**src/rtl/acc_fill_pkg.sv**
```systemverilog
package acc_fill_pkg;

  // operation on the primary line write port
  typedef enum logic [1:0] {
    OPA_NONE  = 2'd0,
    OPA_HIT   = 2'd1,
    OPA_ALLOC = 2'd2
  } opa_e;

  // miss sequencer state
  typedef enum logic [1:0] {
    ST_IDLE = 2'd0,
    ST_WB   = 2'd1,
    ST_FILL = 2'd2
  } seq_st_e;

endpackage

```
**src/rtl/acc_line_store.sv**
```systemverilog
module acc_line_store
  import acc_fill_pkg::*;
#(
  parameter int IDX_W  = 2,
  parameter int TAG_W  = 6,
  parameter int DATA_W = 16
) (
  input  logic              clk,
  input  logic              rst_n,
  // primary port: hit add or allocate
  input  opa_e              opa,
  input  logic [IDX_W-1:0]  opa_idx,
  input  logic [TAG_W-1:0]  opa_tag,
  input  logic [DATA_W-1:0] opa_data,
  // fill port: add returned image, clear pending
  input  logic              fill_en,
  input  logic [IDX_W-1:0]  fill_idx,
  input  logic [DATA_W-1:0] fill_data,
  // lookup for the incoming packet
  input  logic [IDX_W-1:0]  lk_idx,
  output logic              lk_valid,
  output logic              lk_dirty,
  output logic [TAG_W-1:0]  lk_tag,
  output logic [DATA_W-1:0] lk_data,
  // inspection port
  input  logic [IDX_W-1:0]  rd_idx,
  output logic              rd_valid,
  output logic              rd_dirty,
  output logic              rd_pend,
  output logic [TAG_W-1:0]  rd_tag,
  output logic [DATA_W-1:0] rd_data
);

  localparam int NLINE = 1 << IDX_W;

  logic [NLINE-1:0]  vld_q;
  logic [NLINE-1:0]  drt_q;
  logic [NLINE-1:0]  pnd_q;
  logic [TAG_W-1:0]  tag_q [NLINE];
  logic [DATA_W-1:0] dat_q [NLINE];

  for (genvar g = 0; g < NLINE; g++) begin : g_line
    logic              sel_a;
    logic              sel_f;
    logic              en;
    logic              vld_d, drt_d, pnd_d;
    logic              vld_r, drt_r, pnd_r;
    logic [TAG_W-1:0]  tag_d, tag_r;
    logic [DATA_W-1:0] dat_d, dat_r;

    assign sel_a = (opa != OPA_NONE) && (opa_idx == IDX_W'(g));
    assign sel_f = fill_en && (fill_idx == IDX_W'(g));
    assign en    = sel_a || sel_f;

    always_comb begin
      vld_d = vld_r;
      drt_d = drt_r;
      pnd_d = pnd_r;
      tag_d = tag_r;
      dat_d = dat_r;
      if (sel_a && (opa == OPA_HIT)) begin
        dat_d = dat_r + opa_data;
        drt_d = 1'b1;
      end
      if (sel_a && (opa == OPA_ALLOC)) begin
        vld_d = 1'b1;
        drt_d = 1'b1;
        pnd_d = 1'b1;
        tag_d = opa_tag;
        dat_d = opa_data;
      end
      if (sel_f) begin
        dat_d = dat_r + fill_data;
        pnd_d = 1'b0;
      end
    end

    always_ff @(posedge clk or negedge rst_n) begin
      if (!rst_n) begin
        vld_r <= 1'b0;
        drt_r <= 1'b0;
        pnd_r <= 1'b0;
      end else if (en) begin
        vld_r <= vld_d;
        drt_r <= drt_d;
        pnd_r <= pnd_d;
      end
    end

    always_ff @(posedge clk) begin
      if (en) begin
        tag_r <= tag_d;
        dat_r <= dat_d;
      end
    end

    assign vld_q[g] = vld_r;
    assign drt_q[g] = drt_r;
    assign pnd_q[g] = pnd_r;
    assign tag_q[g] = tag_r;
    assign dat_q[g] = dat_r;
  end

  assign lk_valid = vld_q[lk_idx];
  assign lk_dirty = drt_q[lk_idx];
  assign lk_tag   = tag_q[lk_idx];
  assign lk_data  = dat_q[lk_idx];

  assign rd_valid = vld_q[rd_idx];
  assign rd_dirty = drt_q[rd_idx];
  assign rd_pend  = pnd_q[rd_idx];
  assign rd_tag   = tag_q[rd_idx];
  assign rd_data  = dat_q[rd_idx];

  // a fill-add only ever lands on a line that is waiting for it
  a_r6_fill_hits_pending: assert property (@(posedge clk) disable iff (!rst_n)
    fill_en |-> (pnd_q[fill_idx] && vld_q[fill_idx]));

  // the two write ports never target the same line in one cycle
  a_r8_ports_disjoint: assert property (@(posedge clk) disable iff (!rst_n)
    (fill_en && (opa != OPA_NONE)) |-> (opa_idx != fill_idx));

  // an allocation leaves the line valid, dirty and pending
  a_r5_alloc_pending: assert property (@(posedge clk) disable iff (!rst_n)
    (opa == OPA_ALLOC) |=> (pnd_q[$past(opa_idx)] && vld_q[$past(opa_idx)]
                            && drt_q[$past(opa_idx)]));

endmodule

```
**src/rtl/acc_miss_ctrl.sv**
```systemverilog
module acc_miss_ctrl
  import acc_fill_pkg::*;
#(
  parameter int ADDR_W = 8,
  parameter int IDX_W  = 2,
  parameter int DATA_W = 16,
  localparam int TAG_W = ADDR_W - IDX_W
) (
  input  logic              clk,
  input  logic              rst_n,
  input  logic              pkt_valid,
  output logic              pkt_ready,
  input  logic [ADDR_W-1:0] pkt_addr,
  input  logic [DATA_W-1:0] pkt_data,
  // lookup result for pkt index
  input  logic              lk_valid,
  input  logic              lk_dirty,
  input  logic [TAG_W-1:0]  lk_tag,
  input  logic [DATA_W-1:0] lk_data,
  // line write ports
  output opa_e              opa,
  output logic [IDX_W-1:0]  opa_idx,
  output logic [TAG_W-1:0]  opa_tag,
  output logic [DATA_W-1:0] opa_data,
  output logic              fill_en,
  output logic [IDX_W-1:0]  fill_idx,
  output logic [DATA_W-1:0] fill_data,
  // memory side
  output logic              wb_req_valid,
  output logic [ADDR_W-1:0] wb_req_addr,
  output logic [DATA_W-1:0] wb_req_data,
  input  logic              wb_ack,
  output logic              fill_req_valid,
  output logic [ADDR_W-1:0] fill_req_addr,
  input  logic              fill_rsp_valid,
  input  logic [DATA_W-1:0] fill_rsp_data
);

  seq_st_e           st_q, st_d;
  logic              cap;
  logic              hit;
  logic [IDX_W-1:0]  p_idx;
  logic [TAG_W-1:0]  p_tag;

  logic [IDX_W-1:0]  pidx_q;
  logic [TAG_W-1:0]  ptag_q;
  logic [DATA_W-1:0] pdat_q;
  logic [ADDR_W-1:0] vaddr_q;
  logic [DATA_W-1:0] vdat_q;

  assign p_idx = pkt_addr[IDX_W-1:0];
  assign p_tag = pkt_addr[ADDR_W-1:IDX_W];
  assign hit   = lk_valid && (lk_tag == p_tag);

  always_comb begin
    st_d           = st_q;
    cap            = 1'b0;
    pkt_ready      = 1'b0;
    opa            = OPA_NONE;
    opa_idx        = p_idx;
    opa_tag        = p_tag;
    opa_data       = pkt_data;
    fill_en        = 1'b0;
    wb_req_valid   = 1'b0;
    fill_req_valid = 1'b0;
    unique case (st_q)
      ST_IDLE: begin
        pkt_ready = 1'b1;
        if (pkt_valid) begin
          if (hit) begin
            opa = OPA_HIT;
          end else if (lk_valid && lk_dirty) begin
            cap  = 1'b1;
            st_d = ST_WB;
          end else begin
            opa  = OPA_ALLOC;
            cap  = 1'b1;
            st_d = ST_FILL;
          end
        end
      end
      ST_WB: begin
        wb_req_valid = 1'b1;
        if (wb_ack) begin
          // store the operand in the same step as the eviction
          opa      = OPA_ALLOC;
          opa_idx  = pidx_q;
          opa_tag  = ptag_q;
          opa_data = pdat_q;
          st_d     = ST_FILL;
        end
      end
      ST_FILL: begin
        fill_req_valid = 1'b1;
        pkt_ready      = hit && (p_idx != pidx_q);
        if (pkt_valid && hit && (p_idx != pidx_q)) begin
          opa = OPA_HIT;
        end
        if (fill_rsp_valid) begin
          fill_en = 1'b1;
          st_d    = ST_IDLE;
        end
      end
      default: st_d = ST_IDLE;
    endcase
  end

  always_ff @(posedge clk or negedge rst_n) begin
    if (!rst_n) begin
      st_q <= ST_IDLE;
    end else begin
      st_q <= st_d;
    end
  end

  always_ff @(posedge clk) begin
    if (cap) begin
      pidx_q  <= p_idx;
      ptag_q  <= p_tag;
      pdat_q  <= pkt_data;
      vaddr_q <= {lk_tag, p_idx};
      vdat_q  <= lk_data;
    end
  end

  assign wb_req_addr   = vaddr_q;
  assign wb_req_data   = vdat_q;
  assign fill_req_addr = {ptag_q, pidx_q};
  assign fill_idx      = pidx_q;
  assign fill_data     = fill_rsp_data;

  // eviction and fill are never requested together
  a_r7_wb_fill_exclusive: assert property (@(posedge clk) disable iff (!rst_n)
    !(wb_req_valid && fill_req_valid));

  // writeback request stays put until acknowledged
  a_r3_wb_held: assert property (@(posedge clk) disable iff (!rst_n)
    (wb_req_valid && !wb_ack) |=>
      (wb_req_valid && $stable(wb_req_addr) && $stable(wb_req_data)));

  // fill request stays put until answered
  a_r6_fill_held: assert property (@(posedge clk) disable iff (!rst_n)
    (fill_req_valid && !fill_rsp_valid) |=>
      (fill_req_valid && $stable(fill_req_addr)));

  // the fill for an evicting miss follows its completed writeback
  a_r7_fill_after_wb: assert property (@(posedge clk) disable iff (!rst_n)
    (wb_req_valid && wb_ack) |=> (fill_req_valid && !wb_req_valid));

endmodule

```
**src/rtl/acc_fill_cache.sv**
```systemverilog
module acc_fill_cache
  import acc_fill_pkg::*;
#(
  parameter int ADDR_W = 8,
  parameter int IDX_W  = 2,
  parameter int DATA_W = 16,
  localparam int TAG_W = ADDR_W - IDX_W
) (
  input  logic              clk,
  input  logic              rst_n,
  input  logic              pkt_valid,
  output logic              pkt_ready,
  input  logic [ADDR_W-1:0] pkt_addr,
  input  logic [DATA_W-1:0] pkt_data,
  output logic              wb_req_valid,
  output logic [ADDR_W-1:0] wb_req_addr,
  output logic [DATA_W-1:0] wb_req_data,
  input  logic              wb_ack,
  output logic              fill_req_valid,
  output logic [ADDR_W-1:0] fill_req_addr,
  input  logic              fill_rsp_valid,
  input  logic [DATA_W-1:0] fill_rsp_data,
  input  logic [IDX_W-1:0]  rd_idx,
  output logic              rd_valid,
  output logic              rd_dirty,
  output logic              rd_pend,
  output logic [TAG_W-1:0]  rd_tag,
  output logic [DATA_W-1:0] rd_data
);

  // reset: asserted asynchronously, released on the clock
  logic rst_s0_q, rst_s1_q;
  logic rst_int_n;

  always_ff @(posedge clk or negedge rst_n) begin
    if (!rst_n) begin
      rst_s0_q <= 1'b0;
      rst_s1_q <= 1'b0;
    end else begin
      rst_s0_q <= 1'b1;
      rst_s1_q <= rst_s0_q;
    end
  end
  assign rst_int_n = rst_s1_q;

  opa_e              opa;
  logic [IDX_W-1:0]  opa_idx;
  logic [TAG_W-1:0]  opa_tag;
  logic [DATA_W-1:0] opa_data;
  logic              fill_en;
  logic [IDX_W-1:0]  fill_idx;
  logic [DATA_W-1:0] fill_data;
  logic              lk_valid, lk_dirty;
  logic [TAG_W-1:0]  lk_tag;
  logic [DATA_W-1:0] lk_data;

  acc_miss_ctrl #(
    .ADDR_W (ADDR_W),
    .IDX_W  (IDX_W),
    .DATA_W (DATA_W)
  ) u_ctrl (
    .clk            (clk),
    .rst_n          (rst_int_n),
    .pkt_valid      (pkt_valid),
    .pkt_ready      (pkt_ready),
    .pkt_addr       (pkt_addr),
    .pkt_data       (pkt_data),
    .lk_valid       (lk_valid),
    .lk_dirty       (lk_dirty),
    .lk_tag         (lk_tag),
    .lk_data        (lk_data),
    .opa            (opa),
    .opa_idx        (opa_idx),
    .opa_tag        (opa_tag),
    .opa_data       (opa_data),
    .fill_en        (fill_en),
    .fill_idx       (fill_idx),
    .fill_data      (fill_data),
    .wb_req_valid   (wb_req_valid),
    .wb_req_addr    (wb_req_addr),
    .wb_req_data    (wb_req_data),
    .wb_ack         (wb_ack),
    .fill_req_valid (fill_req_valid),
    .fill_req_addr  (fill_req_addr),
    .fill_rsp_valid (fill_rsp_valid),
    .fill_rsp_data  (fill_rsp_data)
  );

  acc_line_store #(
    .IDX_W  (IDX_W),
    .TAG_W  (TAG_W),
    .DATA_W (DATA_W)
  ) u_store (
    .clk       (clk),
    .rst_n     (rst_int_n),
    .opa       (opa),
    .opa_idx   (opa_idx),
    .opa_tag   (opa_tag),
    .opa_data  (opa_data),
    .fill_en   (fill_en),
    .fill_idx  (fill_idx),
    .fill_data (fill_data),
    .lk_idx    (pkt_addr[IDX_W-1:0]),
    .lk_valid  (lk_valid),
    .lk_dirty  (lk_dirty),
    .lk_tag    (lk_tag),
    .lk_data   (lk_data),
    .rd_idx    (rd_idx),
    .rd_valid  (rd_valid),
    .rd_dirty  (rd_dirty),
    .rd_pend   (rd_pend),
    .rd_tag    (rd_tag),
    .rd_data   (rd_data)
  );

  // a packet aimed at the waiting line's index is never taken
  a_r8_pending_blocks: assert property (@(posedge clk) disable iff (!rst_int_n)
    (fill_req_valid && pkt_valid &&
     (pkt_addr[IDX_W-1:0] == fill_req_addr[IDX_W-1:0])) |-> !pkt_ready);

  // no memory traffic straight out of reset
  a_r1_quiet_after_reset: assert property (@(posedge clk) disable iff (!rst_int_n)
    $rose(rst_int_n) |-> (!wb_req_valid && !fill_req_valid));

endmodule

```
**config.mk**
```make
export PLATFORM = sky130hd
export DESIGN_NAME = acc_fill_cache
export DESIGN_NICKNAME = d
export VERILOG_FILES = /design/src/rtl/acc_fill_pkg.sv /design/src/rtl/acc_line_store.sv /design/src/rtl/acc_miss_ctrl.sv /design/src/rtl/acc_fill_cache.sv
export SDC_FILE = /design/constraint.sdc
export NUM_CORES = 1
export LEC_CHECK = 0
export BUFFER_PORTS_ARGS = -buffer_cell sky130_fd_sc_hd__buf_2
export CAP_MARGIN = 20
export CORE_MARGIN = 5
export CORE_UTILIZATION = 40
export CTS_BUF_LIST = sky130_fd_sc_hd__clkbuf_8
export DETAILED_ROUTE_END_ITERATION = 16
export PLACE_DENSITY_LB_ADDON = 0.12
export SETUP_SLACK_MARGIN = 0.02
export SLEW_MARGIN = 0
export SYNTH_ARGS = -nofsm -noshare
export SYNTH_HDL_FRONTEND = slang
export SYNTH_SLANG_ARGS = --single-unit
```
**constraint.sdc**
```tcl
create_clock -name clk -period 2 [get_ports clk]
set_input_delay 0.1 -clock clk [delete_from_list [all_inputs] [get_ports clk]]
set_output_delay 0.1 -clock clk [all_outputs]
set_load 0.02 [all_outputs]
```
After elaboration in Yosys (flattened, before gate mapping)
Index checks and enable logic that the tools add are counted.
W data, S select, Z words.

cells by class
  add/subtract/negate cells = 8
  multipliers = 0
  divide/modulo/power cells = 0
  magnitude comparators = 4
  equality and inequality tests = 16
  shift-type cells = 0
  muxes and demuxes = 76
  bitwise logic cells = 2
  reductions and logical operators = 58

operators with widths
  kind                  count
  $mux W16              18
  $add A16 B16 Y16      8
  $bmux W16 S2          2
  $mux W6               6
  $reduce_and A2 Y1     16
  $mux W1               29
  $bmux W6 S2           2
  $mux W2               11
  $logic_and A1 B1 Y1   21
  $reduce_bool A2 Y1    9
  $eq A2 B2 Y1 const B  6
  $pmux W2 S3           2
  $reduce_bool A3 Y1    4
  $bmux W1 S2           5
  $eq A2 B1 Y1 const B  4
  $ne A2 B2 Y1 const B  4
  $eq A6 B6 Y1          1
  $ge A3 B3 Y1 const B  2
  $logic_not A2 Y1      3
  $lt A2 B3 Y1 const B  2
  $not A2 Y3            2
  $logic_or A1 B1 Y1    4
  $reduce_and A4 Y1     1
  $ne A2 B2 Y1          1
  $pmux W1 S2           1

storage, ports and cells
  register bits after elaboration = 152
  latch bits = 0
  bits in writable memories = 0
  memory bits (read-only) = 0
  input bits = 47
  output and inout bits = 60
  word-level logic and storage cells = 192
  memories kept = 0

Depth between registers and ports, before layout
  depth after elaboration = 16
  gate-level depth with buffers = 18
  mapped depth without buffers = 16

Modules after synthesis
From an unflattened synthesis, not the netlist that was laid out.

unflattened totals
  cells, all modules = 1225
  area, all modules = 12757.2 µm²

by module, submodules not included
  module          times used  cells each  area an instance (µm²)  seq. area each (µm²)
  acc_line_store  1           1098        10556.4                 2942.8
  acc_miss_ctrl   1           124         2147.1                  1431.4
  acc_fill_cache  1           3           53.8                    50.0

Worst setup path before layout
No wires, ideal clock.

  path type = input-to-reg
  from = input pkt_addr[0]
  to = register u_ctrl.pdat_q[0], enable pin
  library setup time = 0.506 ns
  arrival = 4.512 ns
  required time = 1.494 ns
  setup slack = -3.018 ns
  cell stages on the path = 7
  buffers on the path = 2
  cell sequence = buf_6 -> buf_2 -> mux2i_1 -> mux2i_1 -> a32oi_1 -> a311oi_4 -> nor3_1

between the ends
  word-level cells in the longest chain between the ends = 9
  elaborated cells on any way between the ends = 11
  classes of those cells = 1 x eq/ne; 8 x mux; 1 x bitwise; 1 x reduce/logical

RTL lines
  element                                      RTL line               source
  start: declaration                           acc_fill_cache.sv:13   input logic [ADDR_W-1:0] pkt_addr,
  $not A2 Y3 (implied by the code)             acc_line_store.sv:106  assign lk_tag = tag_q[lk_idx];
  $bmux W6 S2                                  acc_line_store.sv:106
  $mux W6 (implied by the code) (2 in series)  acc_line_store.sv:106
  $eq A6 B6 Y1                                 acc_miss_ctrl.sv:53    assign hit = lk_valid && (lk_tag == p_tag);
  $logic_and A1 B1 Y1 *                        acc_miss_ctrl.sv:53
  $mux W1 *                                    acc_miss_ctrl.sv:70    if (hit) begin
  $mux W1 *                                    acc_miss_ctrl.sv:69    if (pkt_valid) begin
  $mux W1 *                                    acc_miss_ctrl.sv:66    unique case (st_q)
  net u_ctrl.cap                               acc_miss_ctrl.sv:40    logic cap;
  end signal: assignment                       acc_miss_ctrl.sv:120   pdat_q <= pkt_data;
  end: declaration                             acc_miss_ctrl.sv:47    logic [DATA_W-1:0] pdat_q;

Mark *: on every way through the listed nets, which the timed path passes. The rest lies on a longest branch. The select of a mux whose other input is x is not followed.
A chain may end at the register's enable or synchronous reset.

Worst setup path after layout
  from = register u_ctrl.st_q[1]
  to = register u_store.g_line[2].dat_r[15], data pin

between the ends
  word-level cells in the longest chain between the ends = 7
  elaborated cells on any way between the ends = 17
  classes of those cells = 1 x add/sub; 4 x eq/ne; 7 x mux; 5 x reduce/logical

RTL lines
  element                                                   RTL line              source
  start: declaration                                        acc_miss_ctrl.sv:39   seq_st_e st_q, st_d;
  start signal: assignment                                  acc_miss_ctrl.sv:112  st_q <= st_d;
  branches (longest 6 deep; another with $add A16 B16 Y16)  n/a
  $mux W16 *                                                acc_line_store.sv:72  if (sel_f) begin
  net u_store.g_line[2].dat_d[15]                           acc_line_store.sv:49  logic [DATA_W-1:0] dat_d, dat_r;
  end signal: assignment                                    acc_line_store.sv:93  dat_r <= dat_d;
  end: declaration                                          acc_line_store.sv:49

Mark *: on every way through the listed nets, which the timed path passes. The select of a mux whose other input is x is not followed.

==> metrics.md <==
| Metric | Value |
|---|---|
| Worst endpoint required time | `2.24 ns` |
| Die Span Y | `189 um` |
| Synth Area per Inst | `10.0 um^2` |
| Post-DP Area | `0.0174 mm^2` |
| CTS tree | `yes` |
| Synth Instances | `1280` |
| DP HPWL | `34700 um` |
| Worst reg-to-reg setup slack | `-1.40 ns` |
| First-pass GRT wire length | `71900 um` |
| Sw power | `8.83 mW` |
| Diode count | `0` |
| Max-cap check violation count | `0` |
| Slew at the pin with the worst max-slew slack | `0.665 ns` |
| Worst-Skew Late Latency | `0.51 ns` |
| Peak VDD IR | `0.000590 V` |
| Critical path class | `reg2reg` |
| HP Class | `in2reg` |
| Iteration-0 DRC Markers | `818` |
| Area growth, synth to finish | `58.4%` |
| Slew Limit Fails | `0` |
| Post-synth cell types | `70` |
| TNS Setup | `-204.52 ns` |
| Top-count cell post-synth | `edfxtp_1` |
| Root Driver | `clkbuf_8` |
| Dominant synthesized flop cell | `edfxtp_1` |
| Dpl cells | `2155` |
| Fin cells | `2294` |
| Synth area leaders | `edfxtp_1 31%, ha_1 12%, mux4_2 7.9%` |
| PwrDens | `1060 mW/mm^2` |
| Mapped cell area | `0.0128 mm^2` |
| DRT Pass-1 Iters | `7` |
| IO Count | `107` |
| Internal power | `12.6 mW` |
| # DRC | `0` |
| Net Count, Synth | `1455` |
| Global route overflow | `0` |
| Routed length per instance | `21.6 um` |
| Clock Sinks | `150` |
| Clk pwr share | `11.3%` |
| Drt total wl | `49400 um` |
| CP peak stage delay | `0.43 ns` |
| Nets | `2054` |
| Final worst slack | `-1.40 ns` |
| Num CTS Buffers | `17` |
| Post-synth top cells | `134 x edfxtp_1, 122 x a21oi_1, 120 x ha_1` |
| Skew final | `0.0300 ns` |
| Final Cycle Share | `170%` |
| Worst Path Arrival | `3.64 ns` |
| # rows | `65` |
| Startpoint Class | `flip-flop` |
| Setup violators final | `214` |
| Pin count of the biggest net entering global routing | `31` |
| Layout cells sized above 1 | `48.3%` |
| Routed Antenna Nets | `0` |
| H-tree levels | `4` |
| Max frequency | `294 MHz` |
| Metal3 WL | `2830 um` |
| Seq pwr share | `22.8%` |
| Overall Global Routing Usage | `26.2%` |
| Min cycle time layout | `3.40 ns` |
| Clock slew at reported path FFs | `0.11 ns` |
| PortBufs | `106` |
| Top-area cell type share of the netlist area | `31.4%` |
| Violated checks | `negative setup slack` |
| Die width | `189 um` |
| Post-synth EDFFs | `134` |
| Top sig layer | `met4` |
| CP max stage cell | `dfrtp_2` |
| Via count | `12900` |
| Family with the most delay on the worst path | `compound AO/OA/AOI/OAI gates` |
| Vias per cell | `5.61` |
| Synth async-reset ratio | `10.7%` |
| Wire length on met1 | `21200 um` |
| Clock buffer depth | `2` |
| Combinational Power Share | `65.8%` |
| Crit Path Max Fanout | `4` |
| Sequential share of the synthesized area | `34.5%` |
| DIE AREA | `0.0358 mm^2` |
| Worst Setup End Kind | `flip-flop` |
| Slew headroom | `55.7%` |
| Area leader, netlist | `edfxtp_1` |
| Metal2 WL | `24000 um` |
| Final GP Congestion | `0.905` |
| Place WS | `-1.62 ns` |
| Buf/Inv on CP | `2` |
| Core Box Area | `0.0316 mm^2` |
| Yosys reg bits | `150` |
| Status | `finished, violations left` |
| Switching part of the total | `41.2%` |
| Number of global-route vias before repair | `12800` |
| Filler cells | `2514` |
| Design area | `0.0203 mm^2` |
| YS warnings | `0` |
| Leak | `8.59 nW` |
| Initial antenna violation count | `0` |
| RSZ-0062 raised after global routing | `true` |
| Hold Vio Cnt, Final | `0` |
| Initial Utilization | `40.6%` |
| Worst-path cell chain | `nor2b_4, and2_4, mux2i_4, inv_4, buf_6, ha_4, a21o_1, a211oi_2, o21ai_2, nand3b_1, a31oi_4, mux2i_2, o211a_1, o21ai_1, o211ai_1` |
routing by layer:
layer | vias up | track usage [%]
met5 | - | 0
met4 | 0 | 7.82
met3 | 94 | 4.65
met2 | 363 | 44.6
met1 | 6340 | 34.2
li1 | 6067 | -
sequential cells by signal, summed over array words and instances (netlist names):
| signal | cells |
|---|---|
| rst_int_n | 1 |
| rst_s0_q | 1 |
| u_ctrl.pdat_q | 16 |
| u_ctrl.ptag_q | 6 |
| u_ctrl.st_q | 2 |
| u_ctrl.wb_req_addr | 8 |
| u_ctrl.wb_req_data | 16 |
| u_store.g_line.dat_r | 64 |
| u_store.g_line.drt_r | 4 |
| u_store.g_line.pnd_r | 4 |
| u_store.g_line.tag_r | 24 |
| u_store.g_line.vld_r | 4 |
power groups by stage:
| stage | Combinational [mW] | Sequential (mW) | Clock, mW |
|---|---|---|---|
| after CTS | 12.9 | 4.89 | 2.48 |
| after detailed placement | 11.3 | 4.93 | 0 |
| final | 14.1 | 4.90 | 2.43 |
| after global routing | 15.1 | 4.95 | 2.57 |
| after global placement | 11.1 | 4.92 | 0 |
| after floorplan | 6.62 | 5.09 | 0 |
cell type report:
| cell class | instances | area (um^2) | area share (%) |
|---|---|---|---|
| repair buffers | 619 | 5300 | 26.1 |
| clock buffers | 17 | 234 | 1.15 |
| multi-input cells | 1044 | 9510 | 46.8 |
| flip-flops and latches | 150 | 4430 | 21.8 |
| well taps | 402 | 503 | 2.48 |
| repair inverters | 1 | 8.76 | 0.0431 |
| inverters | 46 | 205 | 1.01 |
| clock inverters | 15 | 138 | 0.677 |
cells in the final DEF (no fill, tap or decap), types with 16 or more instances in the layout:
cell type and n:
buf_4 376, edfxtp_1 134, buf_2 98, ha_1 92, nand2_1 91, a21oi_1 85
nor2_1 83, buf_6 77, xnor2_1 55, xor2_1 46, mux4_2 45, mux2i_1 37
o21ai_0 34, inv_1 32, a21oi_2 30, ha_4 28, o21a_1 26, buf_12 26
dlygate4sd3_1 25, o21ai_2 23, nor3_1 20, nand2b_1 20, a21o_1 19, o21ai_1 18
o211ai_1 17, clkbuf_8 17, nor2b_1 16
metrics by stage:
stage	utilization [%]	total power [mW]	hold WS (ns)
CTS	61.5	20.2	0.0624
finish	64.2	21.4	0.121
floorplan	-	11.7	-0.196
global route	64.2	22.7	0.0935
detailed placement	54.9	16.2	-0.111
global placement	54.9	16.0	-0.116
worst paths after layout:
check                      cells after the start                     endpoint            from
min reg2reg                                    0      u_store.g_line[1].pnd_r       rst_int_n
min in group asynchronous                      0      u_store.g_line[1].pnd_r       rst_int_n
max reg2reg                                   15  u_store.g_line[2].dat_r[15]  u_ctrl.st_q[1]
min                                            2        u_ctrl.wb_req_addr[3]     pkt_addr[1]
max in group asynchronous                      0               u_ctrl.st_q[1]       rst_int_n
max                                           15  u_store.g_line[2].dat_r[15]  u_ctrl.st_q[1]
cell families after synthesis:
kind of cell | Yosys count | share of synthesized area [%]
compound gates | 365 | 17.9
xor+xnor | 103 | 7.03
fa+ha+maj | 128 | 12.9
buf+inv | 92 | 3.00
flops | 150 | 34.5
mux | 97 | 12.0
other cells | 1 | 0.0292
simple gates | 344 | 12.6
what timing repair did:
| item | CTS | global route |
|---|---|---|
| setup endpoints to repair | 217 | 220 |
| setup buffers | 46 | 42 |
| pin swaps | 99 | 89 |
| hold endpoints to repair | 27 | 0 |
| cloned | 15 | 4 |
| resized for setup | 221 | 144 |
| hold buffers | 25 | 0 |
No activity file was read; power rests on OpenSTA's default activity.
